===== src/rtl/pll_seq_pkg.sv =====
package pll_seq_pkg;

    localparam int OFF_W  = 6;
    localparam int BYTE_W = 8;
    localparam int CH_W   = 2;

    typedef enum logic [2:0] {
        PH_RADDR,
        PH_RDATA,
        PH_WADDR,
        PH_WDATA,
        PH_WCLOSE
    } phase_e;

    typedef enum logic [2:0] {
        ST_VCLK_HOLD,
        ST_POST,
        ST_EXT,
        ST_FB,
        ST_GEN_MASK,
        ST_VCLK_REL,
        ST_GEN_FINAL
    } step_e;

    typedef struct packed {
        logic [CH_W-1:0]   chan;
        logic [1:0]        post;
        logic [BYTE_W-1:0] ext;
        logic [BYTE_W-1:0] fb;
        logic [BYTE_W-1:0] gen;
        logic [BYTE_W-1:0] vclk;
    } cfg_t;

    typedef struct packed {
        logic              sel;
        logic              we;
        logic [BYTE_W-1:0] data;
    } bus_word_t;

    function automatic logic [BYTE_W-1:0] addr_byte(input logic [OFF_W-1:0] off,
                                                    input logic wen);
        return {off, wen, 1'b0};
    endfunction

    function automatic logic step_is_rmw(input step_e s);
        return (s == ST_POST) || (s == ST_EXT);
    endfunction

    function automatic logic [BYTE_W-1:0] merge_pair(input logic [BYTE_W-1:0] old,
                                                     input logic [CH_W-1:0] ch,
                                                     input logic [1:0] code);
        logic [BYTE_W-1:0] msk;
        msk = 8'h03 << {ch, 1'b0};
        return (old & ~msk) | ({6'd0, code} << {ch, 1'b0});
    endfunction

    function automatic logic [BYTE_W-1:0] clear_or(input logic [BYTE_W-1:0] old,
                                                   input int unsigned pos,
                                                   input logic [BYTE_W-1:0] bits);
        return (old & ~(8'h01 << pos)) | bits;
    endfunction

endpackage


===== src/rtl/pll_seq_step.sv =====
module pll_seq_step
    import pll_seq_pkg::*;
#(
    parameter logic [OFF_W-1:0] OFF_VCLK    = 6'd5,
    parameter logic [OFF_W-1:0] OFF_POST    = 6'd6,
    parameter logic [OFF_W-1:0] OFF_FB_BASE = 6'd7,
    parameter logic [OFF_W-1:0] OFF_EXT     = 6'd11,
    parameter logic [OFF_W-1:0] OFF_GEN     = 6'd2,
    parameter int unsigned      EXT_LSB     = 4,
    parameter int unsigned      VCLK_RST    = 2,
    parameter int unsigned      GEN_OVR     = 0,
    parameter int unsigned      GEN_MRST    = 1,
    parameter int unsigned      GEN_OSC     = 2
) (
    input  step_e             step,
    input  cfg_t              cfg,
    input  logic [BYTE_W-1:0] rd_q,
    output logic [OFF_W-1:0]  off,
    output logic [BYTE_W-1:0] wval
);
    localparam logic [BYTE_W-1:0] GEN_CLR = (8'h01 << GEN_OVR) | (8'h01 << GEN_MRST);
    localparam logic [BYTE_W-1:0] GEN_SET = 8'h01 << GEN_OSC;
    localparam logic [BYTE_W-1:0] RST_MSK = 8'h01 << VCLK_RST;

    always_comb begin
        off  = OFF_VCLK;
        wval = cfg.vclk;
        case (step)
            ST_VCLK_HOLD: begin
                off  = OFF_VCLK;
                wval = cfg.vclk;
            end
            ST_POST: begin
                off  = OFF_POST;
                wval = merge_pair(rd_q, cfg.chan, cfg.post);
            end
            ST_EXT: begin
                off  = OFF_EXT;
                wval = clear_or(rd_q, EXT_LSB + 32'(cfg.chan), cfg.ext);
            end
            ST_FB: begin
                off  = OFF_FB_BASE + {{(OFF_W-CH_W){1'b0}}, cfg.chan};
                wval = cfg.fb;
            end
            ST_GEN_MASK: begin
                off  = OFF_GEN;
                wval = (cfg.gen & ~GEN_CLR) | GEN_SET;
            end
            ST_VCLK_REL: begin
                off  = OFF_VCLK;
                wval = cfg.vclk & ~RST_MSK;
            end
            ST_GEN_FINAL: begin
                off  = OFF_GEN;
                wval = cfg.gen;
            end
            default: begin
                off  = OFF_VCLK;
                wval = cfg.vclk;
            end
        endcase
    end
endmodule


===== src/rtl/pll_seq_bus.sv =====
module pll_seq_bus
    import pll_seq_pkg::*;
(
    input  phase_e            phase,
    input  logic [OFF_W-1:0]  off,
    input  logic [BYTE_W-1:0] wval,
    output bus_word_t         word
);
    always_comb begin
        case (phase)
            PH_RADDR:  word = '{sel: 1'b0, we: 1'b1, data: addr_byte(off, 1'b0)};
            PH_RDATA:  word = '{sel: 1'b1, we: 1'b0, data: '0};
            PH_WADDR:  word = '{sel: 1'b0, we: 1'b1, data: addr_byte(off, 1'b1)};
            PH_WDATA:  word = '{sel: 1'b1, we: 1'b1, data: wval};
            PH_WCLOSE: word = '{sel: 1'b0, we: 1'b1, data: addr_byte(off, 1'b0)};
            default:   word = '{sel: 1'b0, we: 1'b1, data: addr_byte(off, 1'b0)};
        endcase
    end
endmodule


===== src/rtl/pll_seq_fsm.sv =====
module pll_seq_fsm
    import pll_seq_pkg::*;
(
    input  logic              clk,
    input  logic              rst,
    input  logic              start,
    input  cfg_t              cfg_in,
    input  logic              ack,
    input  logic [BYTE_W-1:0] rdata,
    input  bus_word_t         word,
    output step_e             step,
    output phase_e            phase,
    output cfg_t              cfg,
    output logic [BYTE_W-1:0] rd_q,
    output logic              run,
    output logic              done
);
    always_ff @(posedge clk) begin
        if (rst) begin
            run   <= 1'b0;
            done  <= 1'b0;
            step  <= ST_VCLK_HOLD;
            phase <= PH_WADDR;
            cfg   <= '0;
            rd_q  <= '0;
        end else begin
            done <= 1'b0;
            if (!run) begin
                if (start) begin
                    run   <= 1'b1;
                    cfg   <= cfg_in;
                    step  <= ST_VCLK_HOLD;
                    phase <= PH_WADDR;
                end
            end else if (ack) begin
                case (phase)
                    PH_RADDR: phase <= PH_RDATA;
                    PH_RDATA: begin
                        rd_q  <= rdata;
                        phase <= PH_WADDR;
                    end
                    PH_WADDR: phase <= PH_WDATA;
                    PH_WDATA: phase <= PH_WCLOSE;
                    PH_WCLOSE: begin
                        if (step == ST_GEN_FINAL) begin
                            run  <= 1'b0;
                            done <= 1'b1;
                        end else begin
                            step  <= step_e'(step + 3'd1);
                            phase <= step_is_rmw(step_e'(step + 3'd1)) ? PH_RADDR : PH_WADDR;
                        end
                    end
                    default: phase <= PH_WADDR;
                endcase
            end
        end
    end

    // an unaccepted access keeps its payload
    p_hold_payload_r10: assert property (@(posedge clk) disable iff (rst)
        (run && !ack) |=> (run && $stable(word)));

    // completion is a single-cycle pulse with the sequencer idle
    p_done_pulse_r12: assert property (@(posedge clk) disable iff (rst)
        done |=> !done);
    p_done_idle_r12: assert property (@(posedge clk) disable iff (rst)
        done |-> !run);

    // captured configuration ignores a start while running
    p_cfg_locked_r11: assert property (@(posedge clk) disable iff (rst)
        (run && $past(run)) |-> $stable(cfg));

    // a data write is always followed by the closing address access
    p_close_after_data_r2: assert property (@(posedge clk) disable iff (rst)
        (run && ack && phase == PH_WDATA) |=> (phase == PH_WCLOSE));
endmodule


===== src/rtl/pll_reprog_seq.sv =====
module pll_reprog_seq
    import pll_seq_pkg::*;
#(
    parameter logic [5:0] OFF_VCLK    = 6'd5,
    parameter logic [5:0] OFF_POST    = 6'd6,
    parameter logic [5:0] OFF_FB_BASE = 6'd7,
    parameter logic [5:0] OFF_EXT     = 6'd11,
    parameter logic [5:0] OFF_GEN     = 6'd2
) (
    input  logic       clk,
    input  logic       rst,
    input  logic       start,
    input  logic [1:0] chan,
    input  logic [1:0] post_code,
    input  logic [7:0] ext_bits,
    input  logic [7:0] fb_div,
    input  logic [7:0] gen_ctl,
    input  logic [7:0] vclk_ctl,
    output logic       busy,
    output logic       done,
    output logic       bus_req,
    output logic       bus_sel,
    output logic       bus_we,
    output logic [7:0] bus_wdata,
    input  logic [7:0] bus_rdata,
    input  logic       bus_ack
);
    cfg_t              cfg_in, cfg;
    step_e             step;
    phase_e            phase;
    logic [BYTE_W-1:0] rd_q, wval;
    logic [OFF_W-1:0]  off;
    logic              run;
    bus_word_t         word;

    assign cfg_in = '{chan: chan, post: post_code, ext: ext_bits,
                      fb: fb_div, gen: gen_ctl, vclk: vclk_ctl};

    pll_seq_fsm u_fsm (
        .clk(clk), .rst(rst), .start(start), .cfg_in(cfg_in),
        .ack(bus_ack), .rdata(bus_rdata), .word(word),
        .step(step), .phase(phase), .cfg(cfg), .rd_q(rd_q),
        .run(run), .done(done)
    );

    pll_seq_step #(
        .OFF_VCLK(OFF_VCLK), .OFF_POST(OFF_POST), .OFF_FB_BASE(OFF_FB_BASE),
        .OFF_EXT(OFF_EXT), .OFF_GEN(OFF_GEN)
    ) u_step (
        .step(step), .cfg(cfg), .rd_q(rd_q), .off(off), .wval(wval)
    );

    pll_seq_bus u_bus (
        .phase(phase), .off(off), .wval(wval), .word(word)
    );

    assign busy      = run;
    assign bus_req   = run;
    assign bus_sel   = word.sel;
    assign bus_we    = word.we;
    assign bus_wdata = word.data;

    // address bytes never carry bit 0
    p_addr_bit0_r1: assert property (@(posedge clk) disable iff (rst)
        (bus_req && !bus_sel) |-> (bus_wdata[0] == 1'b0));
    // no request outside a running sequence
    p_req_busy_r12: assert property (@(posedge clk) disable iff (rst)
        done |-> !bus_req);
endmodule


===== config.mk =====
export PLATFORM = sky130hd
export DESIGN_NAME = pll_reprog_seq
export DESIGN_NICKNAME = d
export VERILOG_FILES = /design/src/rtl/pll_seq_pkg.sv /design/src/rtl/pll_seq_step.sv /design/src/rtl/pll_seq_bus.sv /design/src/rtl/pll_seq_fsm.sv /design/src/rtl/pll_reprog_seq.sv
export SDC_FILE = /design/constraint.sdc
export NUM_CORES = 1
export LEC_CHECK = 0
export BUFFER_PORTS_ARGS = -buffer_cell sky130_fd_sc_hd__buf_4
export CAP_MARGIN = 20
export CELL_PAD_IN_SITES_DETAIL_PLACEMENT = 1
export CELL_PAD_IN_SITES_GLOBAL_PLACEMENT = 2
export CORE_MARGIN = 4
export CORE_UTILIZATION = 31
export CTS_CLUSTER_DIAMETER = 120
export DETAILED_ROUTE_END_ITERATION = 10
export HOLD_SLACK_MARGIN = 0.02
export PLACE_DENSITY_LB_ADDON = 0.1
export SLEW_MARGIN = 20
export SYNTH_ARGS = -nofsm -noshare
export SYNTH_HDL_FRONTEND = slang
export SYNTH_SLANG_ARGS = --single-unit
export TNS_END_PERCENT = 50

===== constraint.sdc =====
create_clock -name clk -period 2.5 [get_ports clk]
set_input_delay 0.25 -clock clk [delete_from_list [all_inputs] [get_ports clk]]
set_output_delay 0.25 -clock clk [all_outputs]
set_load 0.05 [all_outputs]

# ---- After elaboration in Yosys (flattened, before gate mapping)
# Index checks and enable logic that the tools add are counted.
dict set report word_totals {
  regBits 52
  output_inout_bits 13
}
dict set report op_classes {
  n_addsub 3
  n_eq_ne 16
  shift 3
  mux 20
  bitwise_logic 9
  n_reduce_logical 9
}
# operator n
set op_table {}
lappend op_table {{one-hot mux 8 bit (6 select lines)} 1}
lappend op_table {{left shift 1 x 32 -> 8 bit (first input constant)} 1}
lappend op_table {{one-hot mux 10 bit (3 select lines)} 1}
lappend op_table {{two-way mux 3 bit} 9}
lappend op_table {{one-hot mux 6 bit (4 select lines)} 1}
lappend op_table {{AND 8 bit} 2}
lappend op_table {{NOT 8 bit} 2}
lappend op_table {{bitwise OR 8 bit} 2}
lappend op_table {{equality test 3 x 2 -> 1 bit (second input constant)} 5}
lappend op_table {{equality test 3 bit (second input constant)} 4}
lappend op_table {{one-hot mux 3 bit (4 select lines)} 1}
lappend op_table {{equality test 3 x 1 -> 1 bit (second input constant)} 3}
lappend op_table {{adder 3 x 2 -> 4 bit (first input constant)} 2}
lappend op_table {{left shift 2 x 3 -> 8 bit} 1}
lappend op_table {{left shift 2 x 3 -> 8 bit (first input constant)} 1}
lappend op_table {{two-way mux 1 bit} 6}
lappend op_table {{!= test 2 bit (second input constant)} 3}
lappend op_table {{AND reduction 3 bit} 2}
lappend op_table {{AND reduction 4 bit} 1}
lappend op_table {{OR reduction 4 bit} 1}
lappend op_table {{adder 3 x 1 -> 3 bit (second input constant)} 1}
lappend op_table {{logical NOT 3 bit} 1}
lappend op_table {{!= test 3 bit (second input constant)} 1}
lappend op_table {{NOT 1 bit} 3}
lappend op_table {{other kinds (5)} 5}

# ---- Logic depth before layout (Yosys ltp)
# Gate-level depths: netlist (run 1).
dict set report logic_depth {
  word_depth 8
  depth_mapped 9
  ltp_nobuf 6
}

# ---- Hierarchy
# Synthesis (run 1) repeated with hierarchy kept, for this count alone.
dict set report unflattened {
  hier_cells 369
  area_unflattened_um2 2889.0
}
# mod n_inst cells_each area_each_um2 seq_area_each_um2
set by_module_without_submodules {}
lappend by_module_without_submodules {pll_seq_fsm 1 247 2070.7 1041.0}
lappend by_module_without_submodules {pll_seq_step 1 96 649.4 0.0}
lappend by_module_without_submodules {pll_seq_bus 1 25 161.4 0.0}
lappend by_module_without_submodules {pll_reprog_seq 1 1 7.5 0.0}

# ---- Least setup slack after synthesis (run 1)
# OpenSTA, ideal clock, no wires.
dict set report synth_path {
  kind {flip-flop to output port}
  from {register u_fsm.step[2]}
  to {output port bus_wdata[1]}
  t_arrival_ns 2.761
  required_ns 2.250
  slack_ns -0.511
  path_stages_with_launch 8
  n_path_buf 2
  path_cell_list {dfxtp_1 buf_6 buf_6 inv_1 ha_1 a2111oi_2 o21ai_1 a311oi_1}
}
dict set report synth_via {
  elab_chain_cells 3
  word_cells_on_any_way 8
  classes_between {6 x eq/ne; 2 x mux}
}
# item line_no
set synth_lines {}
lappend synth_lines {{start, declared} pll_seq_fsm.sv:11} ;# output step_e step,
lappend synth_lines {{start signal, assigned} pll_seq_fsm.sv:49} ;# step <= step_e'(step + 3'd1);
lappend synth_lines {{equality test 3 bit (tied with other cells)} pll_seq_step.sv:28} ;# case (step)
lappend synth_lines {{one-hot mux 8 bit (6 select lines) *} pll_seq_step.sv:28}
lappend synth_lines {{one-hot mux 10 bit (3 select lines) *} pll_seq_bus.sv:10} ;# case (phase)
lappend synth_lines {{end, declared} pll_reprog_seq.sv:24} ;# output logic [7:0] bus_wdata,
# Mark *: on every way between the ends. The rest lies on a longest branch, timed or not.

# ---- Final worst setup path (run 1)
dict set report layout_path {
  from {register u_fsm.step[1]}
  to {output port bus_wdata[5]}
}
dict set report layout_via {
  elab_chain_cells 4
  word_cells_on_any_way 10
  classes_between {6 x eq/ne; 3 x mux; 1 x reduce/logical}
}
# item line_no
set layout_lines {}
lappend layout_lines {{equality test 3 bit} pll_seq_step.sv:28}
lappend layout_lines {{OR reduction 2 bit (no source line)} -}
lappend layout_lines {{one-hot mux 6 bit (4 select lines)} pll_seq_step.sv:28}
lappend layout_lines {{one-hot mux 10 bit (3 select lines) *} pll_seq_bus.sv:10}
# Marked as above.

==> impl_metrics.tcl, run 1 <==
set metrics [dict create \
    post-route-util_pct 41.4 \
    slew_violations 0 \
    path_max_fanout 4 \
    hpwl_um 6460 \
    die_x_um 102 \
    vias 2610 \
    fin_crit_ns 2.39 \
    die_h_um 102 \
    gp_congestion 0.858 \
    grt_pass1_wl_um 13700 \
    rows 33 \
    synthTopCellsByCount "nand2_1 (81), dfxtp_1 (52), a21oi_1 (48)" \
    synthFlopType "dfxtp_1" \
    area_growth_pct 27.0 \
    drtIter0Drc 114 \
    worst_slew_pin_slew_ns 0.787 \
    overflow 0 \
    crit_type "reg2out" \
    die_area_mm2 0.0104 \
    relSlewSlack_pct 47.3 \
    ir_worst_vdd_v 0.000199 \
    cp_data_arrival_time_ns 2.14 \
    syn_area_mm2 0.00273 \
    worstHoldPathType "in2reg" \
    startpoint_type "register" \
    cp_top_family "compound AO/OA/AOI/OAI gates" \
    layout_setup_ws_ns 0.107 \
    multiInputGateArea_mm2 0.00162 \
    fillCellCount 1066 \
    ys_types 50 \
    dr.pass1.iters 5 \
    final_antenna_net_count 0 \
    ctsHtreeMaxLevel 2 \
    post-place-ws_ns 0.161 \
    clockRootBuffer "clkbuf_8" \
    hold_viol 0 \
    worst_clock_skew_ns 0.00644 \
    synth_edf_count 0 \
    yosysSeqAreaShare_pct 38.1 \
    synth-seq-cells 52 \
    cts.clk_slew.worst_paths_ns 0.10 \
    initial_core_util_pct 32.6 \
    ioPinCount 61 \
    wirelength_um 8650 \
    grt.total_usage_pct 16.8 \
    nets 454 \
    synth_area_leader_cell "dfxtp_1" \
    power.leakage_nw 1.41 \
    wire_per_inst_um 17.2 \
    synth.area.top_cells "dfxtp_1 (38%), nand2_1 (11%), a21oi_1 (8.8%)" \
    netlist_instances 345 \
    critical_path_required_ns 2.25 \
    drive_above_1_share_pct 25.7 \
    vias_per_cell 5.20 \
    critical-path-max-stage-delay_ns 0.39 \
    ys_warn_count 0 \
    status "finished, final reports clean" \
    grt_pass1_vias 2657 \
    yosysMostFrequentCell "nand2_1" \
    antenna_found_initial 0 \
    holdWs_ns 0.179 \
    clock_latency_ns 0.30 \
    max_freq_mhz 418 \
    antenna_cells 0 \
    drc 0 \
    async_reset_ff_share_pct 0 \
    endpoint_kind "output port" \
    crit_slowest_cell "dfxtp_4" \
    power_density_mw_per_mm2 461 \
    drv_cap 0 \
    cts_tree "yes" \
    syn-num-nets 403 \
    clk_path_buf_depth 2 \
    setup_tns_ns 0 \
    core_mm2 0.00838 \
    regArea_mm2 0.00105 \
    path_cells "ha_4 -> ha_4 -> a2111oi_4 -> buf_4 -> a221o_1 -> a2111oi_4 -> o21ai_2 -> buf_6" \
    cts_buffers 5 \
    synth.top_cell.area_share_pct 38.1 \
    grt_max_degree 53 \
    path_buf_inv 2 \
    syn_area_per_cell_um2 7.92 \
    placement.io_buffers 60 \
    fin_crit_sh_pct 95.7 \
    clock_sink_count 52 \
    finalSetupViolCount 0 \
]
[tightest hold or removal path: stages]
cell and delay (ns):
buf_4 0.08, mux2i_1 0.05, nor2_1 0.07
[final cells by class]
class / instances / area share, %
Tap cell: 105 / 3.78
Clock buffer: 8 / 2.59
Sequential cell: 52 / 30.2
Timing Repair Buffer: 69 / 15.4
Multi-Input combinational cell: 255 / 46.6
Inverter: 13 / 1.41
[sequential cells by signal (all words and copies together) (netlist names)]
signal       count
u_fsm.cfg       36
u_fsm.done       1
u_fsm.phase      3
u_fsm.rd_q       8
u_fsm.run        1
u_fsm.step       3
[through the flow]
stage	std cells	total power, mW	instance area, µm²
finish	502	1.60	3470
global route	502	1.68	3470
CTS	498	1.63	3380
detailed placement	490	1.12	3230
global placement	490	1.12	3230
floorplan	345	1.02	2740
[logic make-up (layout without fill, tap and decap cells)]
family | after synthesis | count (layout) | share of synthesized area, %
multiplexers | 9 | 9 | 3.30
flip-flops | 52 | 52 | 38.1
AO/OA/AOI/OAI | 98 | 98 | 23.6
buffers and inverters | 38 | 90 | 7.32
adder cells (fa/ha/maj) | 10 | 10 | 4.58
XOR/XNOR | 1 | 1 | 0.320
AND/OR/NAND/NOR | 137 | 137 | 22.8
[final timing paths]
check	cells past startpoint	slack, ns	start	endpoint
hold / removal	3	0.18	bus_rdata[4]	u_fsm.rd_q[4]
setup reg to reg	4	0.72	u_fsm.run	u_fsm.cfg[15]
hold reg to reg	2	0.46	u_fsm.cfg[27]	u_fsm.cfg[27]
setup / recovery	8	0.11	u_fsm.step[1]	bus_wdata[5]
[metal layers]
metal / global-route usage, % / vias to the layer above / routed length, µm
met2: 28.4 / 43 / 4140
met1: 23.1 / 1264 / 4140
li1: - / 1298 / -
met5: 0 / - / 0
met4: 3.03 / 0 / 59
met3: 2.66 / 5 / 310
[report_power, final]
| part | switching [mW] | internal, mW |
|---|---|---|
| Combinational | 0.110 | 0.0942 |
| Sequential | 0.0310 | 0.860 |
| Clock | 0.277 | 0.227 |
[layout by cell type, fill, tap and decap left out, drive strengths merged, types with 9 or more instances in the layout]
master  instances
inv            13
nand2b         10
nand2          81
nor2           17
mux2i           9
a21oi          48
o21ai          17
dfxtp          52
ha             10
buf            69
[repair_timing]
| item | in CTS | in global routing |
|---|---|---|
| pin swaps | 0 | 2 |
| setup endpoints to repair | 8 | 8 |
| endpoints found under the hold margin | 0 | 0 |
| gates resized for setup | 13 | 13 |
| buffers inserted | 0 | 4 |
| hold buffers | 0 | 0 |
(Power assumes the default switching activity.)
==> inputs of run 2 (changes only) <==
--- a/config.mk
+++ b/config.mk
@@ -11,6 +11,7 @@
 export CELL_PAD_IN_SITES_GLOBAL_PLACEMENT = 2
 export CORE_MARGIN = 4
 export CORE_UTILIZATION = 31
+export CTS_BUF_LIST = sky130_fd_sc_hd__clkbuf_16
 export CTS_CLUSTER_DIAMETER = 120
 export DETAILED_ROUTE_END_ITERATION = 10
 export HOLD_SLACK_MARGIN = 0.02
==> impl_metrics.tcl, run 2 (synthesized netlist as in run 1, its figures left out) <==
set metrics [dict create \
    layout_setup_ws_ns 0.0825 \
    finalSetupViolCount 0 \
    drive_above_1_share_pct 24.5 \
    clock_latency_ns 0.29 \
    crit_type "reg2out" \
    layout_common_cells "nand2_1 (80), buf_4 (66), dfxtp_1 (49)" \
    largest_register_ffs 36 \
    fillCellCount 1055 \
    worstHoldPathType "in2reg" \
    power_density_mw_per_mm2 501 \
    hpwl_um 6460 \
    status "finished, final reports clean" \
    fin_crit_sh_pct 96.7 \
    ctsHtreeMaxLevel 2 \
    top_register "u_fsm.cfg" \
    cp_data_arrival_time_ns 2.17 \
    ir_worst_vdd_v 0.000235 \
    antenna_found_initial 0 \
    final_common_cell "nand2_1" \
    setup_tns_ns 0 \
    die_x_um 102 \
    grt_max_degree 53 \
    clockRootBuffer "clkbuf_16" \
    placement.io_buffers 60 \
    initial_core_util_pct 32.6 \
    gp_congestion 0.858 \
    vias_per_cell 5.19 \
    fin_crit_ns 2.42 \
    drv_cap 0 \
    cts.clk_slew.worst_paths_ns 0.07 \
    holdWs_ns 0.192 \
    rows 33 \
    dr.pass1.iters 4 \
    core_mm2 0.00838 \
    overflow 0 \
    startpoint_type "register" \
    hold_viol 0 \
    vias 2602 \
    die_area_mm2 0.0104 \
    nets 453 \
    clock_sink_count 52 \
    die_h_um 102 \
    wirelength_um 8640 \
    final_antenna_net_count 0 \
    max_freq_mhz 414 \
    cts_buffers 5 \
    cts_tree "yes" \
    ioPinCount 61 \
    worst_slew_pin_slew_ns 0.757 \
    endpoint_kind "output port" \
    grt_pass1_vias 2663 \
    critical_path_required_ns 2.25 \
    power.leakage_nw 1.43 \
    path_max_fanout 5 \
    slew_violations 0 \
    top_regs "u_fsm.cfg: 36 flops, u_fsm.rd_q: 8 flops" \
    worst_clock_skew_ns 0.00635 \
    grt.total_usage_pct 17.0 \
    grt_pass1_wl_um 13700 \
    relSlewSlack_pct 49.3 \
    clk_path_buf_depth 2 \
    drc 0 \
    cts-hold-fix-buffers 0 \
    drtIter0Drc 117 \
    post-place-ws_ns 0.161 \
    antenna_cells 0 \
    wire_per_inst_um 17.3 \
    area_growth_pct 28.3 \
]
==> run 2: cell count changes in the layout (fill, tap and decap cells not counted) <==
cell and delta:
inv_2 -2, clkbuf_1 -2, clkbuf_16 +5, inv_1 +4, clkbuf_8 -6, nor2_2 -1
buf_4 -1, clkinv_1 +1, nor2_1 +1
==> run 2: repair_timing <==
item	CTS	global route
resized for setup	10	13
pin swaps	0	2
setup endpoints to repair	8	8
setup buffers	0	3
==> run 2: power breakdown <==
part | internal [mW] | total, mW | switching (mW) | leakage, nW
clock | 0.361 | 0.660 | 0.299 | 0.0738
combinational | 0.0941 | 0.204 | 0.110 | 0.930
sequential | 0.861 | 0.892 | 0.0310 | 0.427
==> run 2: worst paths after layout <==
check / start / endpoint / slack [ns] / cells past startpoint
worst max register to register: u_fsm.run / u_fsm.cfg[15] / 0.75 / 4
worst min-delay path: bus_rdata[4] / u_fsm.rd_q[4] / 0.19 / 3
worst max-delay path: u_fsm.step[1] / bus_wdata[5] / 0.08 / 8
worst min register to register: u_fsm.cfg[27] / u_fsm.cfg[27] / 0.46 / 2
==> run 2: per-stage QoR <==
| stage | instances | power [mW] | instance area, µm² | util (%) |
|---|---|---|---|---|
| 2_1_floorplan | 345 | 1.02 | 2740 | - |
| 3_3_place_gp | 490 | 1.12 | 3230 | 38.5 |
| 3_5_place_dp | 490 | 1.12 | 3230 | 38.5 |
| 4_1_cts | 498 | 1.79 | 3410 | 40.7 |
| 5_1_grt | 501 | 1.83 | 3510 | 41.9 |
| 6_report | 501 | 1.76 | 3510 | 41.9 |
==> run 2: area by class of cell <==
cell class / instances / area [µm²] / area share, %
multi-input cells: 255 / 1620 / 46.0
clock inverters: 3 / 11.3 / 0.321
flip-flops and latches: 52 / 1050 / 29.9
repair buffers: 68 / 527 / 15.0
clock buffers: 5 / 125 / 3.57
well taps: 105 / 131 / 3.74
inverters: 13 / 48.8 / 1.39
==> run 2: metal layers <==
layer  track usage, %  part of all wire (%)  routed length [µm]  vias to the layer above
met3             2.66                   4.8                 419                       11
met1             23.2                    46                4010                     1237
met4             4.74                   1.5                 129                        0
li1                 -                     -                   -                     1297
met5                0                     0                   0                        -
met2             27.9                    47                4090                       57
==> run 2: critical path, cell delays in order, from the launching register on <==
cell	delay, ns
dfxtp_4	0.37
inv_1	0.17
ha_4	0.22
a2111oi_4	0.08
buf_4	0.16
a221o_1	0.30
a2111oi_4	0.30
o21ai_2	0.10
buf_6	0.16
==> inputs of run 3 (changes only) <==
--- a/config.mk
+++ b/config.mk
@@ -10,7 +10,7 @@
 export CELL_PAD_IN_SITES_DETAIL_PLACEMENT = 1
 export CELL_PAD_IN_SITES_GLOBAL_PLACEMENT = 2
 export CORE_MARGIN = 4
-export CORE_UTILIZATION = 31
+export CORE_UTILIZATION = 33
 export CTS_BUF_LIST = sky130_fd_sc_hd__clkbuf_16
 export CTS_CLUSTER_DIAMETER = 120
 export DETAILED_ROUTE_END_ITERATION = 10
==> constraint.sdc (replaced) <==
create_clock -name clk -period 2.94 [get_ports clk]
set_input_delay 0.294 -clock clk [delete_from_list [all_inputs] [get_ports clk]]
set_output_delay 0.294 -clock clk [all_outputs]
set_load 0.05 [all_outputs]
==> impl_metrics.tcl, run 3 (synthesized netlist as in run 1, its figures left out) <==
set metrics [dict create \
    clk_path_buf_depth 2 \
    clock_latency_ns 0.29 \
    grt_pass1_wl_um 13600 \
    antenna_cells 0 \
    top_register "u_fsm.cfg" \
    nets 448 \
    endpoint_kind "output port" \
    slew_violations 0 \
    worst_clock_skew_ns 0.00568 \
    critical-path-max-stage-delay_ns 0.64 \
    whs_path_depth 3 \
    gp_congestion 0.873 \
    cpMostUsedCell "ha_1" \
    top_regs "u_fsm.cfg: 36 flops, u_fsm.rd_q: 8 flops" \
    cts_setup_buffers 0 \
    final_antenna_net_count 0 \
    hpwl_um 6340 \
    drc 0 \
    cp-startpoint "u_fsm.step[0]" \
    wire_per_inst_um 17.0 \
    worst_slew_pin_slew_ns 0.667 \
    crit_type "reg2out" \
    min_from "bus_rdata[0]" \
    fin_crit_sh_pct 94.5 \
    setup_tns_ns 0 \
    drtIter0Drc 149 \
    r2r_slack_ns 1.05 \
    worstHoldPathType "in2reg" \
    final_area_mm2 0.00332 \
    cts_buffers 5 \
    cts_repair_resize_count 0 \
    grt_pass1_vias 2624 \
    crit_slowest_cell "a2111oi_2" \
    vias_per_cell 5.22 \
    r2r-end "u_fsm.phase[1]" \
    cts.clk_slew.worst_paths_ns 0.07 \
    die_x_um 99.0 \
    path_max_fanout 4 \
    finalSetupViolCount 0 \
    fin_crit_ns 2.78 \
    initial_core_util_pct 34.7 \
    rr_worst_depth 5 \
    rsz0062_at_grt "no" \
    final_common_cell "nand2_1" \
    core_mm2 0.00789 \
    ioPinCount 61 \
    ir_worst_vdd_v 0.000184 \
    status "finished, final reports clean" \
    fillCellCount 982 \
    cp_data_arrival_time_ns 2.48 \
    cts_tree "yes" \
    overflow 0 \
    total_power_mw 1.48 \
    grt_max_degree 53 \
    critical_path_required_ns 2.65 \
    drive_above_1_share_pct 20.3 \
    dr.pass1.iters 4 \
    die_area_mm2 0.00980 \
    layout_setup_ws_ns 0.161 \
    ctsHtreeMaxLevel 2 \
    cts-hold-fix-buffers 0 \
    path_cells "ha_1 -> ha_1 -> a2111oi_2 -> o21ai_1 -> a311oi_2 -> buf_4" \
    rows 32 \
    startpoint_type "register" \
    layout_common_cells "nand2_1 (81), buf_4 (63), dfxtp_1 (52)" \
    r2r_start "u_fsm.step[0]" \
    relSlewSlack_pct 55.3 \
    power_density_mw_per_mm2 447 \
    post-place-ws_ns 0.490 \
    crit_path_end "bus_wdata[1]" \
    max_freq_mhz 360 \
    antenna_found_initial 0 \
    holdWs_ns 0.240 \
    vias 2566 \
    hold_viol 0 \
    clockRootBuffer "clkbuf_16" \
    power.leakage_nw 1.38 \
    wirelength_um 8370 \
    post_dp_cell_area_mm2 0.00319 \
    placement.io_buffers 60 \
    die_h_um 99.0 \
    largest_register_ffs 36 \
    drv_cap 0 \
    area_growth_pct 21.6 \
    clock_sink_count 52 \
    grt.total_usage_pct 17.3 \
]
## run 3: worst max-delay path, delay by kind of cell (launching register included)
family          cells  cell delay, ns
compound gates      3            1.12
buf+inv             1            0.25
flops               1            0.34
fa+ha+maj           2            0.47
## run 3: metrics by stage
step | utilization (%) | cells
3_3_place_gp | 40.5 | 485
6_report | 42.1 | 492
2_1_floorplan | - | 345
4_1_cts | 42.1 | 492
3_5_place_dp | 40.5 | 485
5_1_grt | 42.1 | 492
## run 3: per-layer routing
metal / up-vias / wire [µm] / global-route usage [%]
li1: 1287 / - / -
met1: 1234 / 3960 / 23.8
met2: 40 / 4050 / 28.7
met3: 5 / 311 / 3.18
met4: 0 / 46 / 2.94
met5: - / 0 / 0
## run 3: cell type report
type                       instances  area [µm²]  area share, %
tap                              102         128           3.84
sequential                        52        1040           31.3
timing repair buffer              63         473           14.2
inverter                          13        48.8           1.47
clock buffer                       5         125           3.76
multi-input combinational        255        1500           45.2
clock inverter                     2        7.51          0.226
## run 3: worst min-delay path by stage
stage | to | slack (ns)
2_1_floorplan | u_fsm.cfg[34] | 0.43
5_1_grt | u_fsm.rd_q[5] | 0.26
6_report | u_fsm.rd_q[0] | 0.24
3_5_place_dp | u_fsm.cfg[14] | 0.45
3_3_place_gp | u_fsm.cfg[26] | 0.44
4_1_cts | u_fsm.rd_q[2] | 0.24
## run 3: where the power goes
| part | switching (mW) | internal [mW] |
|---|---|---|
| clock network | 0.251 | 0.306 |
| logic | 0.0900 | 0.0767 |
| registers | 0.0273 | 0.734 |
